<file path="config.mk">
export PLATFORM = sky130hd
export DESIGN_NAME = rww_flash_ctrl
export DESIGN_NICKNAME = d
export VERILOG_FILES = /design/src/rtl/rww_flash_pkg.sv /design/src/rtl/rww_region_dec.sv /design/src/rtl/rww_prog_seq.sv /design/src/rtl/rww_flash_array.sv /design/src/rtl/rww_flash_ctrl.sv
export SDC_FILE = /design/constraint.sdc
export NUM_CORES = 2
export LEC_CHECK = 0
export BUFFER_PORTS_ARGS = -buffer_cell sky130_fd_sc_hd__buf_2
export CORE_MARGIN = 2
export CORE_UTILIZATION = 40
export DETAILED_ROUTE_END_ITERATION = 16
export PLACE_DENSITY = 0.52
export SETUP_SLACK_MARGIN = 0.2
export SYNTH_ARGS = -nofsm -noshare
export SYNTH_HDL_FRONTEND = slang
export SYNTH_SLANG_ARGS = --single-unit
</file>
<file path="constraint.sdc">
create_clock -name clk_i -period 2.4 [get_ports clk_i]
set_input_delay 0.48 -clock clk_i [delete_from_list [all_inputs] [get_ports clk_i]]
set_output_delay 0.48 -clock clk_i [all_outputs]
set_load 0.03 [all_outputs]
</file>
<file path="src/rtl/rww_flash_pkg.sv">
package rww_flash_pkg;
  typedef enum logic [1:0] {
    OP_NONE  = 2'b00,
    OP_ERASE = 2'b01,
    OP_WRITE = 2'b10,
    OP_CLEAR = 2'b11
  } rww_op_e;
endpackage

</file>
<file path="src/rtl/rww_region_dec.sv">
module rww_region_dec #(
  parameter int unsigned ADDR_W    = 8,
  parameter int unsigned NRWW_BASE = 192
) (
  input  logic [ADDR_W-1:0] addr_i,
  output logic              in_rww_o
);
  localparam logic [ADDR_W:0] BASE = (ADDR_W+1)'(NRWW_BASE);

  assign in_rww_o = ({1'b0, addr_i} < BASE);
endmodule

</file>
<file path="src/rtl/rww_prog_seq.sv">
module rww_prog_seq
  import rww_flash_pkg::*;
#(
  parameter int unsigned PG_W      = 5,
  parameter int unsigned DATA_W    = 16,
  parameter int unsigned ERASE_CYC = 12,
  parameter int unsigned WRITE_CYC = 6
) (
  input  logic              clk_i,
  input  logic              rst_ni,
  input  logic              cmd_valid_i,
  input  rww_op_e           cmd_op_i,
  input  logic [PG_W-1:0]   cmd_page_i,
  input  logic [DATA_W-1:0] cmd_data_i,
  input  logic              cmd_in_rww_i,
  output logic              stall_o,
  output logic              done_o,
  output logic              busy_o,
  output logic              commit_erase_o,
  output logic [PG_W-1:0]   commit_page_o,
  output logic [DATA_W-1:0] commit_data_o
);
  localparam int unsigned MAX_CYC = (ERASE_CYC > WRITE_CYC) ? ERASE_CYC : WRITE_CYC;
  localparam int unsigned CNT_W   = (MAX_CYC > 1) ? $clog2(MAX_CYC) : 1;
  localparam logic [CNT_W-1:0] ERASE_LOAD = CNT_W'(ERASE_CYC - 1);
  localparam logic [CNT_W-1:0] WRITE_LOAD = CNT_W'(WRITE_CYC - 1);

  logic              active_q;
  logic [CNT_W-1:0]  cnt_q;
  logic              nrww_q;
  logic              busy_q;
  rww_op_e           op_q;
  logic [PG_W-1:0]   page_q;
  logic [DATA_W-1:0] data_q;
  logic              start;

  assign start = cmd_valid_i && !active_q &&
                 (cmd_op_i == OP_ERASE || cmd_op_i == OP_WRITE);

  always_ff @(posedge clk_i or negedge rst_ni) begin
    if (!rst_ni) begin
      active_q <= 1'b0;
      cnt_q    <= '0;
      nrww_q   <= 1'b0;
      busy_q   <= 1'b0;
      op_q     <= OP_NONE;
      page_q   <= '0;
      data_q   <= '0;
    end else if (active_q) begin
      if (cnt_q == '0) active_q <= 1'b0;
      else             cnt_q    <= cnt_q - 1'b1;
    end else if (start) begin
      active_q <= 1'b1;
      cnt_q    <= (cmd_op_i == OP_ERASE) ? ERASE_LOAD : WRITE_LOAD;
      op_q     <= cmd_op_i;
      page_q   <= cmd_page_i;
      data_q   <= cmd_data_i;
      nrww_q   <= !cmd_in_rww_i;
      if (cmd_in_rww_i) busy_q <= 1'b1;
    end else if (cmd_valid_i && cmd_op_i == OP_CLEAR) begin
      busy_q <= 1'b0;
    end
  end

  assign done_o         = active_q && (cnt_q == '0);
  assign stall_o        = active_q && nrww_q;
  assign busy_o         = busy_q;
  assign commit_erase_o = (op_q == OP_ERASE);
  assign commit_page_o  = page_q;
  assign commit_data_o  = data_q;


  done_single_chk: assert property (@(posedge clk_i) disable iff (!rst_ni)
    done_o |=> !done_o);

  cmd_ignored_chk: assert property (@(posedge clk_i) disable iff (!rst_ni)
    (active_q && !done_o) |=> ($stable(page_q) && $stable(op_q) && $stable(data_q)));

  clear_blocked_chk: assert property (@(posedge clk_i) disable iff (!rst_ni)
    (busy_o && active_q) |=> busy_o);

  stall_end_chk: assert property (@(posedge clk_i) disable iff (!rst_ni)
    $fell(stall_o) |-> $past(done_o));
endmodule

</file>
<file path="src/rtl/rww_flash_array.sv">
module rww_flash_array #(
  parameter int unsigned ADDR_W    = 8,
  parameter int unsigned PAGE_W    = 3,
  parameter int unsigned DATA_W    = 16,
  parameter logic [15:0] FILL_WORD = 16'hDEAD
) (
  input  logic                     clk_i,
  input  logic                     rst_ni,
  input  logic                     commit_i,
  input  logic                     commit_erase_i,
  input  logic [ADDR_W-PAGE_W-1:0] commit_page_i,
  input  logic [DATA_W-1:0]        commit_data_i,
  input  logic                     rd_req_i,
  input  logic [ADDR_W-1:0]        rd_addr_i,
  input  logic                     rd_in_rww_i,
  input  logic                     stall_i,
  input  logic                     busy_i,
  output logic                     rd_valid_o,
  output logic                     rd_err_o,
  output logic [DATA_W-1:0]        rd_data_o
);
  localparam int unsigned DEPTH      = 1 << ADDR_W;
  localparam int unsigned PAGE_WORDS = 1 << PAGE_W;

  logic [DATA_W-1:0] mem_q [DEPTH];
  logic [DATA_W-1:0] pgm_word;

  assign pgm_word = commit_erase_i ? '1 : commit_data_i;

  always_ff @(posedge clk_i or negedge rst_ni) begin
    if (!rst_ni) begin
      for (int i = 0; i < DEPTH; i++) mem_q[i] <= '1;
    end else if (commit_i) begin
      for (int w = 0; w < PAGE_WORDS; w++)
        mem_q[{commit_page_i, PAGE_W'(w)}] <= pgm_word;
    end
  end

  always_ff @(posedge clk_i or negedge rst_ni) begin
    if (!rst_ni) begin
      rd_valid_o <= 1'b0;
      rd_err_o   <= 1'b0;
      rd_data_o  <= '0;
    end else begin
      rd_valid_o <= rd_req_i && !stall_i;
      rd_err_o   <= rd_req_i && !stall_i && rd_in_rww_i && busy_i;
      if (rd_req_i && !stall_i)
        rd_data_o <= (rd_in_rww_i && busy_i) ? DATA_W'(FILL_WORD) : mem_q[rd_addr_i];
    end
  end


  stall_no_read_chk: assert property (@(posedge clk_i) disable iff (!rst_ni)
    (rd_req_i && stall_i) |=> !rd_valid_o);

  err_has_valid_chk: assert property (@(posedge clk_i) disable iff (!rst_ni)
    rd_err_o |-> (rd_valid_o && rd_data_o == DATA_W'(FILL_WORD)));

  read_latency_chk: assert property (@(posedge clk_i) disable iff (!rst_ni)
    rd_valid_o |-> $past(rd_req_i));
endmodule

</file>
<file path="src/rtl/rww_flash_ctrl.sv">
module rww_flash_ctrl
  import rww_flash_pkg::*;
#(
  parameter int unsigned ADDR_W    = 8,
  parameter int unsigned PAGE_W    = 3,
  parameter int unsigned DATA_W    = 16,
  parameter int unsigned NRWW_BASE = 192,
  parameter int unsigned ERASE_CYC = 12,
  parameter int unsigned WRITE_CYC = 6,
  parameter logic [15:0] FILL_WORD = 16'hDEAD
) (
  input  logic              clk_i,
  input  logic              rst_ni,
  input  logic              cmd_valid_i,
  input  logic [1:0]        cmd_op_i,
  input  logic [ADDR_W-1:0] cmd_addr_i,
  input  logic [DATA_W-1:0] cmd_data_i,
  input  logic              rd_req_i,
  input  logic [ADDR_W-1:0] rd_addr_i,
  output logic              rd_valid_o,
  output logic              rd_err_o,
  output logic [DATA_W-1:0] rd_data_o,
  output logic              stall_o,
  output logic              done_o,
  output logic              busy_o
);
  localparam int unsigned PG_W = ADDR_W - PAGE_W;

  logic [PG_W-1:0]   cmd_page;
  logic [ADDR_W-1:0] cmd_base;
  logic              cmd_in_rww;
  logic              rd_in_rww;
  logic              commit_erase;
  logic [PG_W-1:0]   commit_page;
  logic [DATA_W-1:0] commit_data;

  assign cmd_page = cmd_addr_i[ADDR_W-1:PAGE_W];
  assign cmd_base = {cmd_page, {PAGE_W{1'b0}}};

  rww_region_dec #(.ADDR_W(ADDR_W), .NRWW_BASE(NRWW_BASE)) u_dec_cmd (
    .addr_i(cmd_base), .in_rww_o(cmd_in_rww));

  rww_region_dec #(.ADDR_W(ADDR_W), .NRWW_BASE(NRWW_BASE)) u_dec_rd (
    .addr_i(rd_addr_i), .in_rww_o(rd_in_rww));

  rww_prog_seq #(
    .PG_W(PG_W), .DATA_W(DATA_W), .ERASE_CYC(ERASE_CYC), .WRITE_CYC(WRITE_CYC)
  ) u_seq (
    .clk_i, .rst_ni, .cmd_valid_i,
    .cmd_op_i      (rww_op_e'(cmd_op_i)),
    .cmd_page_i    (cmd_page),
    .cmd_data_i,
    .cmd_in_rww_i  (cmd_in_rww),
    .stall_o, .done_o, .busy_o,
    .commit_erase_o(commit_erase),
    .commit_page_o (commit_page),
    .commit_data_o (commit_data)
  );

  rww_flash_array #(
    .ADDR_W(ADDR_W), .PAGE_W(PAGE_W), .DATA_W(DATA_W), .FILL_WORD(FILL_WORD)
  ) u_array (
    .clk_i, .rst_ni,
    .commit_i      (done_o),
    .commit_erase_i(commit_erase),
    .commit_page_i (commit_page),
    .commit_data_i (commit_data),
    .rd_req_i, .rd_addr_i,
    .rd_in_rww_i   (rd_in_rww),
    .stall_i       (stall_o),
    .busy_i        (busy_o),
    .rd_valid_o, .rd_err_o, .rd_data_o
  );


  busy_set_chk: assert property (@(posedge clk_i) disable iff (!rst_ni)
    (cmd_valid_i && !stall_o && !done_o && !busy_o && cmd_in_rww &&
     (cmd_op_i == 2'b01 || cmd_op_i == 2'b10)) |=> busy_o);

  stall_not_rww_chk: assert property (@(posedge clk_i) disable iff (!rst_ni)
    $rose(stall_o) |-> $past(!cmd_in_rww));

  nrww_read_ok_chk: assert property (@(posedge clk_i) disable iff (!rst_ni)
    (rd_req_i && !rd_in_rww && !stall_o) |=> (rd_valid_o && !rd_err_o));
endmodule

</file>
==> qor.log <==
qor: clock_tree.clockBufferDepth 3
qor: synth.synth_enable_flop_cells 0
qor: sta.finClkSkew 0.03055 ns
qor: power.power.share.switching 0.3207
qor: setup_path.crit_arrival 2.75 ns
qor: routing.drt-met1-wl 63430 um
qor: clock_tree.path_clk_slew 0.06 ns
qor: clock_tree.clkSinkCount 1072
qor: grt.antenna_violations_before_repair 3
qor: sta.final.min_clock_period 2.139 ns
qor: sta.grt_setup_unrepaired true
qor: synth.synth_area 0.04808 mm^2
qor: layout.filler_cell_count 10930
qor: routing.wl_met3 4605 um
qor: routing.post_drt_wl_per_cell 21.24 um
qor: clock_tree.tritoncts_clock_tree done
qor: placement.gp_routability_congestion 0.7893
qor: routing.ant_nets 0
qor: power.vdd_drop_max 1190 uV
qor: synth.yosysWarningCount 0
qor: die.design.portCount 59
qor: routing.post_drt_via_cell_ratio 5.315
qor: sta.final-setup-viol-count 0
qor: routing.detailedRoute.firstPassIterationCount 5
qor: synth.seq_area_frac_synth 0.5846
qor: sta.final-hold-violation-count 0
qor: grt.largest_net_degree_at_the_start_of_global_routing 96
qor: clock_tree.htreeDepth 3
qor: power.clkPwrFrac 0.268
qor: layout.areaGrowthSynthToFinish 19.03%
qor: grt.grt_pass1_wl 208800 um
qor: routing.drt_wl_total 135600 um
qor: layout.finish.net_count 4719
qor: routing.via_count 33940
qor: sta.hold_slack 0.05673 ns
qor: setup_path.timing_worst_setup_path_type register to register
qor: synth.syn_avg_cell_area 10.56 um^2
qor: placement.pre_cts_setup_slack -0.4483 ns
qor: setup_path.worstPathBufferInverterCount 1
qor: job.maxCapViolations 0
qor: clock_tree.root_buffer sky130_fd_sc_hd__clkbuf_16
qor: power.power.density 1199 mW/mm^2
qor: setup_path.timing.critical_path.required 3.01 ns
qor: grt.grt.total_usage 0.2194
qor: sta.timing.final.crit_share 0.8911
qor: placement.place.port_buffers 55
qor: power.fin_total_pwr 68.63 mW
qor: sta.worst_slew_pin_slew 1.073 ns
qor: routing.drc_violations_left 0
qor: power.intPower 46.62 mW
qor: die.num_rows 127
qor: setup_path.critPathMaxStageDelay 0.45 ns
qor: power.power.combinational.fraction 0.272
qor: setup_path.crit_path_capture_type register
qor: synth.synth_seq_cells 1072
qor: setup_path.cp_cell_sequence a21bo_2, a21o_1, buf_12, a311oi_1, nand4_1, a22oi_1
qor: synth.synth_cell_type_count 61
qor: clock_tree.tritoncts.num_buffers 118
qor: power.netSwitchingPower 22.01 mW
qor: power.power_leakage 22.08 nW
qor: sta.setup_slack 0.2614 ns
qor: routing.max_layer_used met5
qor: synth.synth_async_sr_flop_share 1.000
qor: hold_path.worstHoldPathType primary input to register
qor: die.die-area 0.1230 mm^2
qor: sta.timing_max_transition_violations_final 0
qor: clock_tree.clk-insertion-delay-late 0.71 ns
qor: synth.yosys_most_used_dff sky130_fd_sc_hd__dfstp_2
qor: die.die-height 350.7 um
qor: power.power.share.sequential 0.460
qor: synth.netlist_instances 4554
qor: sta.achievable-frequency 467.6 MHz
qor: setup_path.startpoint_type_of_the_worst_setup_path register
qor: grt.grt_remaining_overflow 0
qor: die.die_w 350.7 um
qor: grt.via_count_of_the_first_global_routing_pass 33750
qor: layout.antennaDiodeCount 0
qor: setup_path.cp_slowest_cell sky130_fd_sc_hd__dfrtp_1
qor: routing.detailroute.wirelength.met2 64750 um
qor: setup_path.worstPathMaxFanout 16
qor: die.floorplan.initialDensity 0.4018
qor: placement.hpwlAfterDp 86140 um
qor: synth.syn-num-nets 4596
qor: sta.worst_slew_margin_rel 0.2826
qor: die.core_area 0.1197 mm^2
qor: layout.final_layout_size_suffix_gt1_frac 0.4035
qor: outcome.run_status completed
qor: setup_path.critical-path-top-delay-family compound AO/OA/AOI/OAI gates
qor: routing.first_iter_violations 2329
==> through the flow <==
step / TNS (ns) / std cells / instance area (um^2) / util
after floorplan: 0 / 4554 / 48090 / -
after global placement: -5.735 / 6132 / 52760 / 0.4410
after detailed placement: -5.521 / 6132 / 52760 / 0.4410
after CTS: 0 / 6370 / 56940 / 0.4759
after global routing: 0 / 6385 / 57230 / 0.4783
final: 0 / 6385 / 57230 / 0.4783
==> per-layer routing <==
layer  vias to the layer above  global-route usage
met4                         2             0.05317
met2                       587              0.3554
li1                      16090                   -
met5                         -                   0
met3                       182             0.02660
met1                     17080              0.3140
==> layout by cell type (no fill, tap or decap), types with 22 or more instances in the layout <==
| cell | n |
|---|---|
| sky130_fd_sc_hd__nor2_1 | 1062 |
| sky130_fd_sc_hd__a21oi_1 | 1057 |
| sky130_fd_sc_hd__dfstp_2 | 1024 |
| sky130_fd_sc_hd__buf_4 | 213 |
| sky130_fd_sc_hd__mux4_2 | 130 |
| sky130_fd_sc_hd__clkbuf_16 | 128 |
| sky130_fd_sc_hd__buf_12 | 123 |
| sky130_fd_sc_hd__mux2_2 | 118 |
| sky130_fd_sc_hd__nand2_1 | 98 |
| sky130_fd_sc_hd__mux2i_1 | 78 |
| sky130_fd_sc_hd__nand3_1 | 56 |
| sky130_fd_sc_hd__buf_2 | 51 |
| sky130_fd_sc_hd__nor2_4 | 48 |
| sky130_fd_sc_hd__o22ai_1 | 48 |
| sky130_fd_sc_hd__dfrtp_1 | 48 |
| sky130_fd_sc_hd__o21ai_0 | 42 |
| sky130_fd_sc_hd__a22oi_1 | 38 |
| sky130_fd_sc_hd__clkbuf_1 | 30 |
| sky130_fd_sc_hd__clkbuf_8 | 28 |
| sky130_fd_sc_hd__and3_1 | 24 |
| sky130_fd_sc_hd__clkinv_2 | 23 |
| sky130_fd_sc_hd__and2_1 | 22 |
==> logic make-up (layout without fill, tap and decap cells) <==
family,count (synthesis),count (layout),share of synthesized area
compound gates,1304,1304,0.1458
xor+xnor,1,1,0.0001822
fa+ha+maj,4,4,0.001041
buf+inv,421,640,0.03984
flops,1072,1072,0.5846
mux,326,326,0.1048
simple gates,1426,1426,0.1238
==> power groups by stage <==
| stage | Combinational [mW] | Clock (mW) | Sequential, mW |
|---|---|---|---|
| 5_1_grt | 20.6 | 19.6 | 32.3 |
| 3_3_place_gp | 18.3 | 0 | 31.6 |
| 4_1_cts | 18.8 | 18.9 | 31.5 |
| 3_5_place_dp | 18.7 | 0 | 31.7 |
| 2_1_floorplan | 11.8 | 0 | 30.6 |
| 6_report | 18.7 | 18.4 | 31.5 |
==> cell usage after synthesis, types with 10 or more instances <==
cell,n,area [um^2]
sky130_fd_sc_hd__nor4_1,15,93.84
sky130_fd_sc_hd__and2_1,22,137.6
sky130_fd_sc_hd__o211ai_1,11,82.58
sky130_fd_sc_hd__a211oi_1,21,157.7
sky130_fd_sc_hd__clkbuf_1,249,934.7
sky130_fd_sc_hd__dfrtp_1,48,1201
sky130_fd_sc_hd__nor3_1,19,95.09
sky130_fd_sc_hd__o22ai_1,48,300.3
sky130_fd_sc_hd__mux4_2,130,2928
sky130_fd_sc_hd__or3_1,10,62.56
sky130_fd_sc_hd__nand3_1,58,290.3
sky130_fd_sc_hd__buf_4,10,75.07
sky130_fd_sc_hd__nand2b_1,17,106.4
sky130_fd_sc_hd__a21oi_1,1057,5290
sky130_fd_sc_hd__dfstp_2,1024,26910
sky130_fd_sc_hd__nor2_1,1079,4050
sky130_fd_sc_hd__nand2_1,98,367.9
sky130_fd_sc_hd__a2111oi_0,13,113.9
sky130_fd_sc_hd__mux2_2,118,1329
sky130_fd_sc_hd__o21ai_0,42,210.2
sky130_fd_sc_hd__mux2i_1,78,780.8
sky130_fd_sc_hd__nand4_1,13,81.33
sky130_fd_sc_hd__a22oi_1,38,285.3
sky130_fd_sc_hd__buf_2,137,685.7
sky130_fd_sc_hd__a31oi_1,21,131.4
sky130_fd_sc_hd__and3_1,25,156.4
sky130_fd_sc_hd__nor2_2,32,200.2
==> worst register-to-register path, cell delays in order, from the launching register on <==
cell and delay, ns:
sky130_fd_sc_hd__dfrtp_1 0.45, sky130_fd_sc_hd__a21bo_2 0.27, sky130_fd_sc_hd__a21o_1 0.21, sky130_fd_sc_hd__buf_12 0.17, sky130_fd_sc_hd__a311oi_1 0.38, sky130_fd_sc_hd__nand4_1 0.30, sky130_fd_sc_hd__a22oi_1 0.26
==> layout make-up <==
cell class / count / area (um^2) / share of cell area
clock buffer: 181 / 3576 / 0.06248
clock inverter: 35 / 380.4 / 0.006646
inverter: 8 / 30.03 / 0.0005247
multi-input combinational: 3061 / 18430 / 0.3219
sequential: 1072 / 28110 / 0.4911
tap: 1612 / 2017 / 0.03524
timing repair buffer: 416 / 4698 / 0.08209
==> sequential cells by signal, summed over array words and instances, names as in the netlist <==
register             count
u_array.mem_q         1024
u_array.rd_data_o       16
u_seq.commit_data_o     16
u_seq.commit_page_o      5
u_seq.cnt_q              4
u_seq.op_q               2
u_array.rd_err_o         1
u_array.rd_valid_o       1
u_seq.active_q           1
u_seq.busy_o             1
u_seq.nrww_q             1
==> timing repair <==
action | 4_1_cts | 5_1_grt
gates resized for setup | 4 | 11
hold buffers | 20 | 0
buffers inserted | 2 | 10
pin swaps | 2 | 7
hold endpoints to repair | 42 | 0
endpoints found under the setup margin | 70 | 382
gates cloned | 0 | 5
==> worst paths after layout <==
check	from	slack, ns	cells past startpoint	to
max	u_seq.active_q	0.26	6	u_array.rd_data_o[13]
min	cmd_addr_i[7]	0.06	2	u_seq.commit_page_o[4]
max reg2reg	u_seq.active_q	0.26	6	u_array.rd_data_o[13]
min reg2reg	u_array.mem_q[3347]	0.50	2	u_array.mem_q[3347]
max in group asynchronous	rst_ni	1.12	4	u_array.mem_q[2054]
min in group asynchronous	rst_ni	0.61	2	u_array.mem_q[3731]
No activity file was read; power rests on OpenSTA's default activity.
